**src/rtl/rdm_pkg.sv**
```systemverilog
package rdm_pkg;
  typedef enum logic [2:0] {
    ST_IDLE,
    ST_REQ,
    ST_XFER,
    ST_DATA,
    ST_BACK
  } rdState_t;

  typedef struct packed {
    logic load;     // capture command fields
    logic reqOn;    // request, priority and lock active
    logic present;  // address phase: address and qualifier shown
  } rdStrobe_t;
endpackage

```
**src/rtl/rdm_ctrl.sv**
```systemverilog
module rdm_ctrl
  import rdm_pkg::*;
(
  input  logic      clk,
  input  logic      rstN,
  input  logic      cmdValid,
  input  logic      abortReq,
  input  logic      busGrant,
  input  logic      slvAddrAck,
  input  logic      slvRearb,
  input  logic      arbErr,
  input  logic      rdDAck,
  output rdStrobe_t strobe,
  output logic      cmdReady,
  output logic      busReq,
  output logic      busAbort,
  output logic      donePulse,
  output logic      errPulse,
  output logic      abortPulse
);
  rdState_t state, nextState;
  logic abortLive;
  logic doneNext, errNext, abortNext;

  // Abort is meaningful only while the tenure is open.
  assign abortLive = (state == ST_REQ) || (state == ST_XFER) || (state == ST_BACK);
  assign busAbort  = abortReq && abortLive;

  always_comb begin
    nextState = state;
    doneNext  = 1'b0;
    errNext   = 1'b0;
    abortNext = 1'b0;
    unique case (state)
      ST_IDLE: if (cmdValid) nextState = ST_REQ;
      ST_REQ: begin
        if (abortReq) begin nextState = ST_IDLE; abortNext = 1'b1; end
        else if (busGrant) nextState = ST_XFER;
      end
      ST_XFER: begin
        if (abortReq)        begin nextState = ST_IDLE; abortNext = 1'b1; end
        else if (arbErr)     begin nextState = ST_IDLE; errNext   = 1'b1; end
        else if (slvRearb)   nextState = ST_BACK;
        else if (slvAddrAck) nextState = ST_DATA;
      end
      ST_DATA: if (rdDAck) begin nextState = ST_IDLE; doneNext = 1'b1; end
      ST_BACK: begin
        if (abortReq) begin nextState = ST_IDLE; abortNext = 1'b1; end
        else nextState = ST_REQ;
      end
      default: nextState = ST_IDLE;
    endcase
  end

  always_ff @(posedge clk) begin
    if (!rstN) begin
      state      <= ST_IDLE;
      donePulse  <= 1'b0;
      errPulse   <= 1'b0;
      abortPulse <= 1'b0;
    end else begin
      state      <= nextState;
      donePulse  <= doneNext;
      errPulse   <= errNext;
      abortPulse <= abortNext;
    end
  end

  assign cmdReady       = (state == ST_IDLE);
  assign busReq         = (state == ST_REQ) || (state == ST_XFER);
  assign strobe.load    = cmdReady && cmdValid;
  assign strobe.reqOn   = busReq;
  assign strobe.present = (state == ST_XFER);

  a_r10_one_status: assert property (@(posedge clk) disable iff (!rstN)
    $onehot0({donePulse, errPulse, abortPulse}));
  a_r10_pulse_short: assert property (@(posedge clk) disable iff (!rstN)
    (donePulse || errPulse || abortPulse) |=> !(donePulse || errPulse || abortPulse));
  a_r9_abort_report: assert property (@(posedge clk) disable iff (!rstN)
    busAbort |=> (abortPulse && cmdReady && !busReq));
  a_r4_req_drop: assert property (@(posedge clk) disable iff (!rstN)
    (strobe.present && slvAddrAck) |=> !busReq);
  a_r7_backoff: assert property (@(posedge clk) disable iff (!rstN)
    (strobe.present && slvRearb && !arbErr && !abortReq) |=> (!busReq && !cmdReady));
  a_r2_idle_quiet: assert property (@(posedge clk) disable iff (!rstN)
    cmdReady |-> (!busReq && !busAbort));
endmodule

```
**src/rtl/rdm_dpath.sv**
```systemverilog
module rdm_dpath
  import rdm_pkg::*;
#(
  parameter int AW = 32,
  parameter int PW = 2
) (
  input  logic          clk,
  input  logic          rstN,
  input  rdStrobe_t     strobe,
  input  logic [AW-1:0] cmdAddr,
  input  logic [PW-1:0] cmdPrio,
  input  logic          cmdLock,
  output logic [AW-1:0] busAddr,
  output logic [PW-1:0] busPrio,
  output logic          busLock,
  output logic          busAddrValid,
  output logic          busRead
);
  logic [AW-1:0] addrReg;
  logic [PW-1:0] prioReg;
  logic          lockReg;

  always_ff @(posedge clk) begin
    if (!rstN) begin
      addrReg <= '0;
      prioReg <= '0;
      lockReg <= 1'b0;
    end else if (strobe.load) begin
      addrReg <= cmdAddr;
      prioReg <= cmdPrio;
      lockReg <= cmdLock;
    end
  end

  assign busAddr      = strobe.present ? addrReg : '0;
  assign busAddrValid = strobe.present;
  assign busRead      = strobe.present;
  assign busPrio      = strobe.reqOn ? prioReg : '0;
  assign busLock      = strobe.reqOn && lockReg;

  a_r3_addr_hold: assert property (@(posedge clk) disable iff (!rstN)
    (strobe.present && $past(strobe.present)) |-> $stable(busAddr));
  a_r2_no_load_busy: assert property (@(posedge clk) disable iff (!rstN)
    strobe.reqOn |-> !strobe.load);
endmodule

```
**src/rtl/rd_master.sv**
```systemverilog
module rd_master
  import rdm_pkg::*;
#(
  parameter int AW = 32,
  parameter int PW = 2
) (
  input  logic          clk,
  input  logic          rstN,
  input  logic          cmdValid,
  input  logic [AW-1:0] cmdAddr,
  input  logic [PW-1:0] cmdPrio,
  input  logic          cmdLock,
  input  logic          abortReq,
  output logic          cmdReady,
  output logic          donePulse,
  output logic          errPulse,
  output logic          abortPulse,
  output logic          busReq,
  output logic [PW-1:0] busPrio,
  output logic          busLock,
  output logic          busAddrValid,
  output logic [AW-1:0] busAddr,
  output logic          busRead,
  output logic          busAbort,
  input  logic          busGrant,
  input  logic          slvAddrAck,
  input  logic          slvRearb,
  input  logic          arbErr,
  input  logic          rdDAck
);
  rdStrobe_t strobe;

  rdm_ctrl uCtrl (
    .clk(clk), .rstN(rstN), .cmdValid(cmdValid), .abortReq(abortReq),
    .busGrant(busGrant), .slvAddrAck(slvAddrAck), .slvRearb(slvRearb),
    .arbErr(arbErr), .rdDAck(rdDAck), .strobe(strobe), .cmdReady(cmdReady),
    .busReq(busReq), .busAbort(busAbort), .donePulse(donePulse),
    .errPulse(errPulse), .abortPulse(abortPulse)
  );

  rdm_dpath #(.AW(AW), .PW(PW)) uDpath (
    .clk(clk), .rstN(rstN), .strobe(strobe), .cmdAddr(cmdAddr),
    .cmdPrio(cmdPrio), .cmdLock(cmdLock), .busAddr(busAddr),
    .busPrio(busPrio), .busLock(busLock), .busAddrValid(busAddrValid),
    .busRead(busRead)
  );
endmodule

```
**config.mk**
```make
export PLATFORM = sky130hd
export DESIGN_NAME = rd_master
export DESIGN_NICKNAME = d
export VERILOG_FILES = /design/src/rtl/rdm_pkg.sv /design/src/rtl/rdm_ctrl.sv /design/src/rtl/rdm_dpath.sv /design/src/rtl/rd_master.sv
export SDC_FILE = /design/constraint.sdc
export NUM_CORES = 1
export LEC_CHECK = 0
export CAP_MARGIN = 5
export CORE_MARGIN = 8
export CORE_UTILIZATION = 45
export DETAILED_ROUTE_END_ITERATION = 8
export GPL_TIMING_DRIVEN = 0
export PLACE_DENSITY = 0.84
export SETUP_SLACK_MARGIN = 0.2
export SYNTH_ARGS = -nofsm -noshare
export SYNTH_HDL_FRONTEND = slang
export SYNTH_HIERARCHICAL = 1
export SYNTH_SLANG_ARGS = --single-unit
export TNS_END_PERCENT = 30
```
**constraint.sdc**
```tcl
create_clock -name clk -period 2.61 [get_ports clk]
set_clock_uncertainty 0.2 [all_clocks]
set_input_delay 0.6525 -clock clk [delete_from_list [all_inputs] [get_ports clk]]
set_output_delay 0.6525 -clock clk [all_outputs]
set_load 0.01 [all_outputs]
```
==> results.tsv, run 1 <==
metric	value	unit
insertion_delay	280	ps
topRoutingLayerUsed	met4	
drt-initial-drc-count	46	
fmaxAchievable	402	MHz
post_synth_xor_area_fraction	0.886	%
cts_max_level	2	
drcViolationCount	0	
ys_ff_latch	41	
ir_worst_vdd	0.311	mV
clock_tree.buffer_depth	2	
grt_antenna_before_repair	0	
maxSlewHeadroom	67.9	%
synth-simple-area-share	28.4	%
tightest_slew	480	ps
cts_root_cell	clkbuf_8	
synth.net_count	237	
synthesis.area_per_instance	10.2	sq um
detailed_route_wirelength_on_metal3	449	um
power_per_cell_area	487	mW/mm^2
adder_cell_area_share_of_the_yosys_netlist	0	%
synth_largest_type_area_fraction	41.5	%
hp-class	flop to flop	
layout.nets	339	
place_congestion	0.805	
status	complete, no violations	
critPathMaxFanout	3	
startpoint_type	flop	
share_of_the_clock_period_used_by_the_worst_path	95.4	%
setup.worst_path.end_class	output port	
n_antenna_cell	0	
fp-row-count	24	
drt-pass1-iter-count	4	
antenna_left	0	
synth.largest_area_cell	dfxtp_1	
dieHeight	82.3	um
die_area	0.00677	sq mm
met2_length	2.32	mm
pin_count_of_the_biggest_net_entering_global_routing	16	
port_buffers	86	
nFillCells	376	
max_cap_viol_count	0	
vias	1625	
postSynth.asyncResetShare	0	%
number_of_flops_mapped_to_enable_cells_by_yosys	0	
floorplan.initialDensity	46.0	%
die_w	82.3	um
synth-seq-area-share	41.5	%
timing.critical_path.required	1760	ps
hpwlAfterDp	3.69	mm
synthesis.yosys.warnings	6	
routed_via_density	4.68	
report.final.setup_viol	0	
synth_top_family_by_area	simple AND/OR/NAND/NOR gates	
detail_route.wirelength	4.92	mm
floorplan.io_pins	87	
worst_hold_slack	307	ps
path_class	flop to output port	
yosys-top-cells-area	dfxtp_1 42%, mux2i_1 18%, and2_1 12%	
drive_above_1_share	18.3	%
unique_cell_type_count_in_the_yosys_netlist	31	
layout.core_utilization	69.6	%
postSynthCellCount	193	
clk_sinks	41	
min_period	2490	ps
cts_tree	done	
rsz_0062_raised_after_global_routing	yes	
drt-met1-wl	2.13	mm
syn2layout_area_growth	51.3	%
total_grt_overflow	0	
design.core.area	0.00429	sq mm
tritoncts.num_buffers	5	
synth.area.mux_share	17.7	%
dpl-instance-area	0.00290	sq mm
grt_first_pass_wirelength	7.76	mm
synth_flop_cell	dfxtp_1	
critPathArrivalTime	1640	ps
syn_area	0.00198	sq mm
routed_wire_length_per_instance	14.2	um
cts.reportedPaths.clkPinSlew	70	ps
compound_gate_portion_of_the_synthesized_area	3.99	%
fin_area	0.00299	sq mm
finalHoldViolCount	0	
grt_pass1_vias	1693	
gr-usage-all-layers	14.7	%
leakagePower	0.00141	uW
timing.final.max_slew_violations	0	
==> layout make-up <==
| class | instances | area, sq um | share of cell area [%] |
|---|---|---|---|
| Inverter | 2 | 10.0 | 0.335 |
| Buffer | 16 | 174 | 5.82 |
| Sequential cell | 41 | 822 | 27.5 |
| Timing Repair Buffer | 95 | 820 | 27.4 |
| Multi-Input combinational cell | 134 | 1010 | 33.9 |
| Clock buffer | 7 | 86.3 | 2.89 |
| Tap cell | 52 | 65.1 | 2.18 |
==> layer usage <==
| metal | vias to the layer above | track usage [%] |
|---|---|---|
| met5 | - | 0 |
| met4 | 0 | 2.11 |
| met3 | 2 | 5.52 |
| met2 | 53 | 25.2 |
| met1 | 734 | 17.2 |
| li1 | 836 | - |
==> path summary, 6_finish.rpt <==
check                                  startpoint                              end  slack [ps]  cells past startpoint
setup / recovery      uCtrl/state[0]$_SDFFE_PN0P_                         cmdReady         120                      4
hold / removal    uDpath/addrReg[27]$_SDFFE_PN0P_  uDpath/addrReg[27]$_SDFFE_PN0P_         310                      2
setup reg to reg      uCtrl/state[0]$_SDFFE_PN0P_   uDpath/addrReg[7]$_SDFFE_PN0P_         740                      8
hold reg to reg   uDpath/addrReg[27]$_SDFFE_PN0P_  uDpath/addrReg[27]$_SDFFE_PN0P_         310                      2
==> synthesized netlist by cell type, types with 2 or more instances <==
| library cell | instances |
|---|---|
| and2_1 | 37 |
| and3_1 | 2 |
| buf_12 | 3 |
| buf_2 | 2 |
| buf_4 | 3 |
| buf_6 | 2 |
| clkbuf_1 | 6 |
| dfxtp_1 | 41 |
| mux2i_1 | 35 |
| nor2_1 | 2 |
| nor2b_1 | 37 |
| nor3_1 | 2 |
| o21ai_0 | 3 |
==> kinds of logic after synthesis <==
group / count (synthesis)
multiplexers: 35
flip-flops: 41
buffers and inverters: 18
XOR/XNOR: 2
AO/OA/AOI/OAI: 10
AND/OR/NAND/NOR: 87
==> state kept, by name, indices dropped and copies added (netlist names) <==
register and cells:
uDpath/addrReg 32, uCtrl/state 3, uDpath/prioReg 2, uCtrl/abortPulse 1
uCtrl/donePulse 1, uCtrl/errPulse 1, uDpath/lockReg 1
==> per-stage QoR <==
stage,std cells,TNS [ps],total power (uW),setup slack (ps)
4_1_cts,347,0,1480,31.9
3_5_place_dp,331,-5890,1050,-226
5_1_grt,347,0,1540,41.1
3_3_place_gp,331,-6740,1040,-234
2_1_floorplan,193,0,916,588
6_report,347,0,1460,121
==> report_power, final <==
group          switching, uW  internal (uW)  leakage, uW
Clock                    196            210    0.0000443
Combinational            136            219      0.00103
Sequential              19.7            675     0.000337
Total                    352           1100      0.00141
==> placed cells by master (no fill, tap or decap), drive strengths merged, types with 2 or more instances in the layout <==
cell,instances
clkdlybuf4s50,46
dfxtp,41
and2,37
nor2b,37
mux2i,35
buf,30
clkbuf,23
dlygate4sd2,17
o21ai,3
dlymetal6s2s,2
nor3,2
nor2,2
inv,2
and3,2
o31ai,2
==> critical path, stage by stage (launching register included) <==
cell and delay [ps]:
dfxtp_1 310, buf_6 120, buf_12 120, nor3_1 230, clkdlybuf4s50_1 580
==> what timing repair did <==
action | CTS | global route
pin swaps | 1 | 1
resized for setup | 86 | 22
buffers inserted | 9 | 0
hold buffers | 0 | 0
endpoints found under the setup margin | 40 | 39
No activity file was read; power rests on OpenSTA's default activity.
==> run 2, diff against run 1 <==
--- a/config.mk
+++ b/config.mk
@@ -6,12 +6,13 @@
 export NUM_CORES = 1
 export LEC_CHECK = 0
 export CAP_MARGIN = 5
-export CORE_MARGIN = 8
+export CORE_MARGIN = 2
 export CORE_UTILIZATION = 45
 export DETAILED_ROUTE_END_ITERATION = 8
 export GPL_TIMING_DRIVEN = 0
 export PLACE_DENSITY = 0.84
 export SETUP_SLACK_MARGIN = 0.2
+export SLEW_MARGIN = 20
 export SYNTH_ARGS = -nofsm -noshare
 export SYNTH_HDL_FRONTEND = slang
 export SYNTH_HIERARCHICAL = 1
==> run 2 against run 1 <==
Compared with the run above:
- non-clock buffer count decreased by 1
- cell count did not move
- cell area shrank 1.2%
- sequential share of layout area grew 0.38 points
- count of clock-buffer cells in the layout down 1
- setup slack improved by 99 ps
- first-iteration DRC count fell by 41%
- routed wire length shrank 12%
- register-to-register slack got worse by 20 ps
- critical endpoint is now busAddr[19]
- largest power group unchanged
==> results.tsv, run 2 (synthesized netlist as in run 1, its figures left out) <==
metric	value	unit	change
largest_reg_flops	32		unchanged
antenna_left	0		unchanged
fmaxAchievable	418	MHz	was 402 MHz
p_switching	365	uW	was 352 uW
hpwlAfterDp	3.12	mm	was 3.69 mm
clock_tree.buffer_depth	2		unchanged
tritoncts.num_buffers	5		unchanged
hp-class	flop to flop		unchanged
drcViolationCount	0		unchanged
routed_wire_length_per_instance	12.5	um	was 14.2 um
layout.nets	338		was 339
max_cap_viol_count	0		unchanged
design.core.area	0.00429	sq mm	unchanged
critPathArrivalTime	1540	ps	was 1640 ps
pin_count_of_the_biggest_net_entering_global_routing	16		unchanged
timing.final.max_slew_violations	0		unchanged
finalPower	1430	uW	was 1460 uW
finalHoldViolCount	0		unchanged
grt_first_pass_wirelength	7.14	mm	was 7.76 mm
drive_above_1_share	22.0	%	was 18.3%
floorplan.initialDensity	46.0	%	unchanged
clk_sinks	41		unchanged
ir_worst_vdd	0.341	mV	was 0.311 mV
syn2layout_area_growth	49.4	%	was 51.3%
fp-row-count	24		unchanged
largest-register	uDpath/addrReg		unchanged
clock_power_share	27.9	%	about the same
combinationalPowerShare	23.6	%	was 24.4%
cts.reportedPaths.clkPinSlew	80	ps	was 70 ps
leakagePower	0.00135	uW	was 0.00141 uW
place_congestion	0.771		was 0.805
min_period	2390	ps	was 2490 ps
path_class	flop to output port		unchanged
tightest_slew	434	ps	was 480 ps
drt-pass1-iter-count	6		was 4
startpoint_type	flop		unchanged
p_int	1070	uW	was 1100 uW
sw_frac_of_total	25.5	%	was 24.2%
detail_route.wirelength	4.35	mm	was 4.92 mm
die_w	70.3	um	was 82.3 um
report.final.setup_viol	0		unchanged
layout.core_utilization	68.8	%	was 69.6%
die_area	0.00494	sq mm	was 0.00677 sq mm
gr-usage-all-layers	18.2	%	was 14.7%
rsz_0062_raised_after_global_routing	yes		unchanged
cts_max_level	2		unchanged
dieHeight	70.3	um	was 82.3 um
cts_hold_repair.buffers	0		unchanged
drt-initial-drc-count	27		was 46
regArea	823	sq um	was 822 sq um
multi_input_area	0.00102	sq mm	was 0.00101 sq mm
finish.cell_count_without_fillers	347		unchanged
layout_common_cells	45 x clkdlybuf4s50_1, 39 x dfxtp_1, 37 x nor2b_1, 36 x and2_1, 35 x mux2i_1		was 46 x clkdlybuf4s50_1, 40 x dfxtp_1, 37 x and2_1, 37 x nor2b_1, 35 x mux2i_1
routed_via_density	4.67		was 4.68
cts_tree	done		unchanged
power.sequential.fraction	48.6	%	was 47.7%
maxSlewHeadroom	71.0	%	was 67.9%
final.setup.tns	0	ps	unchanged
status	complete, no violations		unchanged
vias	1620		was 1625
layout.cells.most_common	clkdlybuf4s50_1		unchanged
setup.worst_path.end_class	output port		unchanged
timing.critical_path.required	1760	ps	about the same
port_buffers	86		unchanged
power_per_cell_area	484	mW/mm^2	was 487 mW/mm^2
dp.cells	331		unchanged
grt_antenna_before_repair	0		unchanged
nFillCells	403		was 376
total_grt_overflow	0		unchanged
grt_pass1_vias	1581		was 1693
top_regs	uDpath/addrReg (32), uCtrl/state (3), uDpath/prioReg (2)		unchanged
n_antenna_cell	0		unchanged
critPathMaxFanout	10		was 3
floorplan.io_pins	87		unchanged
insertion_delay	290	ps	was 280 ps
share_of_the_clock_period_used_by_the_worst_path	91.6	%	was 95.4%
cts_root_cell	clkbuf_8		unchanged
==> run 2: final cells by class <==
type	count	share of cell area [%]
Multi-Input combinational cell	134	34.4
Sequential cell	41	27.9
Timing Repair Buffer	94	26.3
Buffer	16	6.10
Clock buffer	6	2.46
Tap cell	52	2.20
Clock inverter	2	0.339
Inverter	2	0.339
==> run 2: power by group through the flow <==
stage | registers, uW | clock network (uW) | logic (uW)
after floorplan | 704 | 0 | 211
after global placement | 707 | 0 | 332
after detailed placement | 710 | 0 | 338
after CTS | 695 | 412 | 341
after global routing | 700 | 440 | 368
final | 695 | 399 | 337
==> run 2: path summary, 6_finish.rpt <==
path,end,depth (start not counted),startpoint,slack (ps)
hold / removal,uDpath/addrReg[11]$_SDFFE_PN0P_,2,uDpath/addrReg[11]$_SDFFE_PN0P_,310
hold reg to reg,uDpath/addrReg[11]$_SDFFE_PN0P_,2,uDpath/addrReg[11]$_SDFFE_PN0P_,310
setup reg to reg,uDpath/addrReg[4]$_SDFFE_PN0P_,8,uCtrl/state[0]$_SDFFE_PN0P_,720
setup / recovery,busAddr[19],7,uCtrl/state[2]$_SDFFE_PN0P_,220
==> run 2: through the flow <==
step | cell area, sq um | worst slack, ps | hold WS (ps)
3_3_place_gp | 2900 | -225 | 286
3_5_place_dp | 2900 | -222 | 294
4_1_cts | 2970 | 200 | 315
2_1_floorplan | 1980 | 588 | 274
5_1_grt | 2950 | 142 | 341
6_report | 2950 | 219 | 309
==> run 2: layer usage <==
| metal | part of all wire (%) | up-vias | GRT usage [%] |
|---|---|---|---|
| li1 | - | 839 | - |
| met1 | 43 | 719 | 21.8 |
| met3 | 7.3 | 6 | 5.48 |
| met4 | 1.4 | 0 | 6.41 |
| met5 | 0 | - | 0 |
| met2 | 48 | 56 | 30.8 |
==> run 2: worst max-delay path, stage by stage (launching register included) <==
cell and delay [ps]:
dfxtp_2 330, buf_6 130, inv_2 50, and3_4 170, buf_4 130, clkbuf_8 150, and2_1 160, buf_2 130
==> run 2: what timing repair did <==
item	4_1_cts	5_1_grt
resized for setup	127	12
setup buffers	7	1
setup endpoints to repair	40	35
pin swaps	1	0
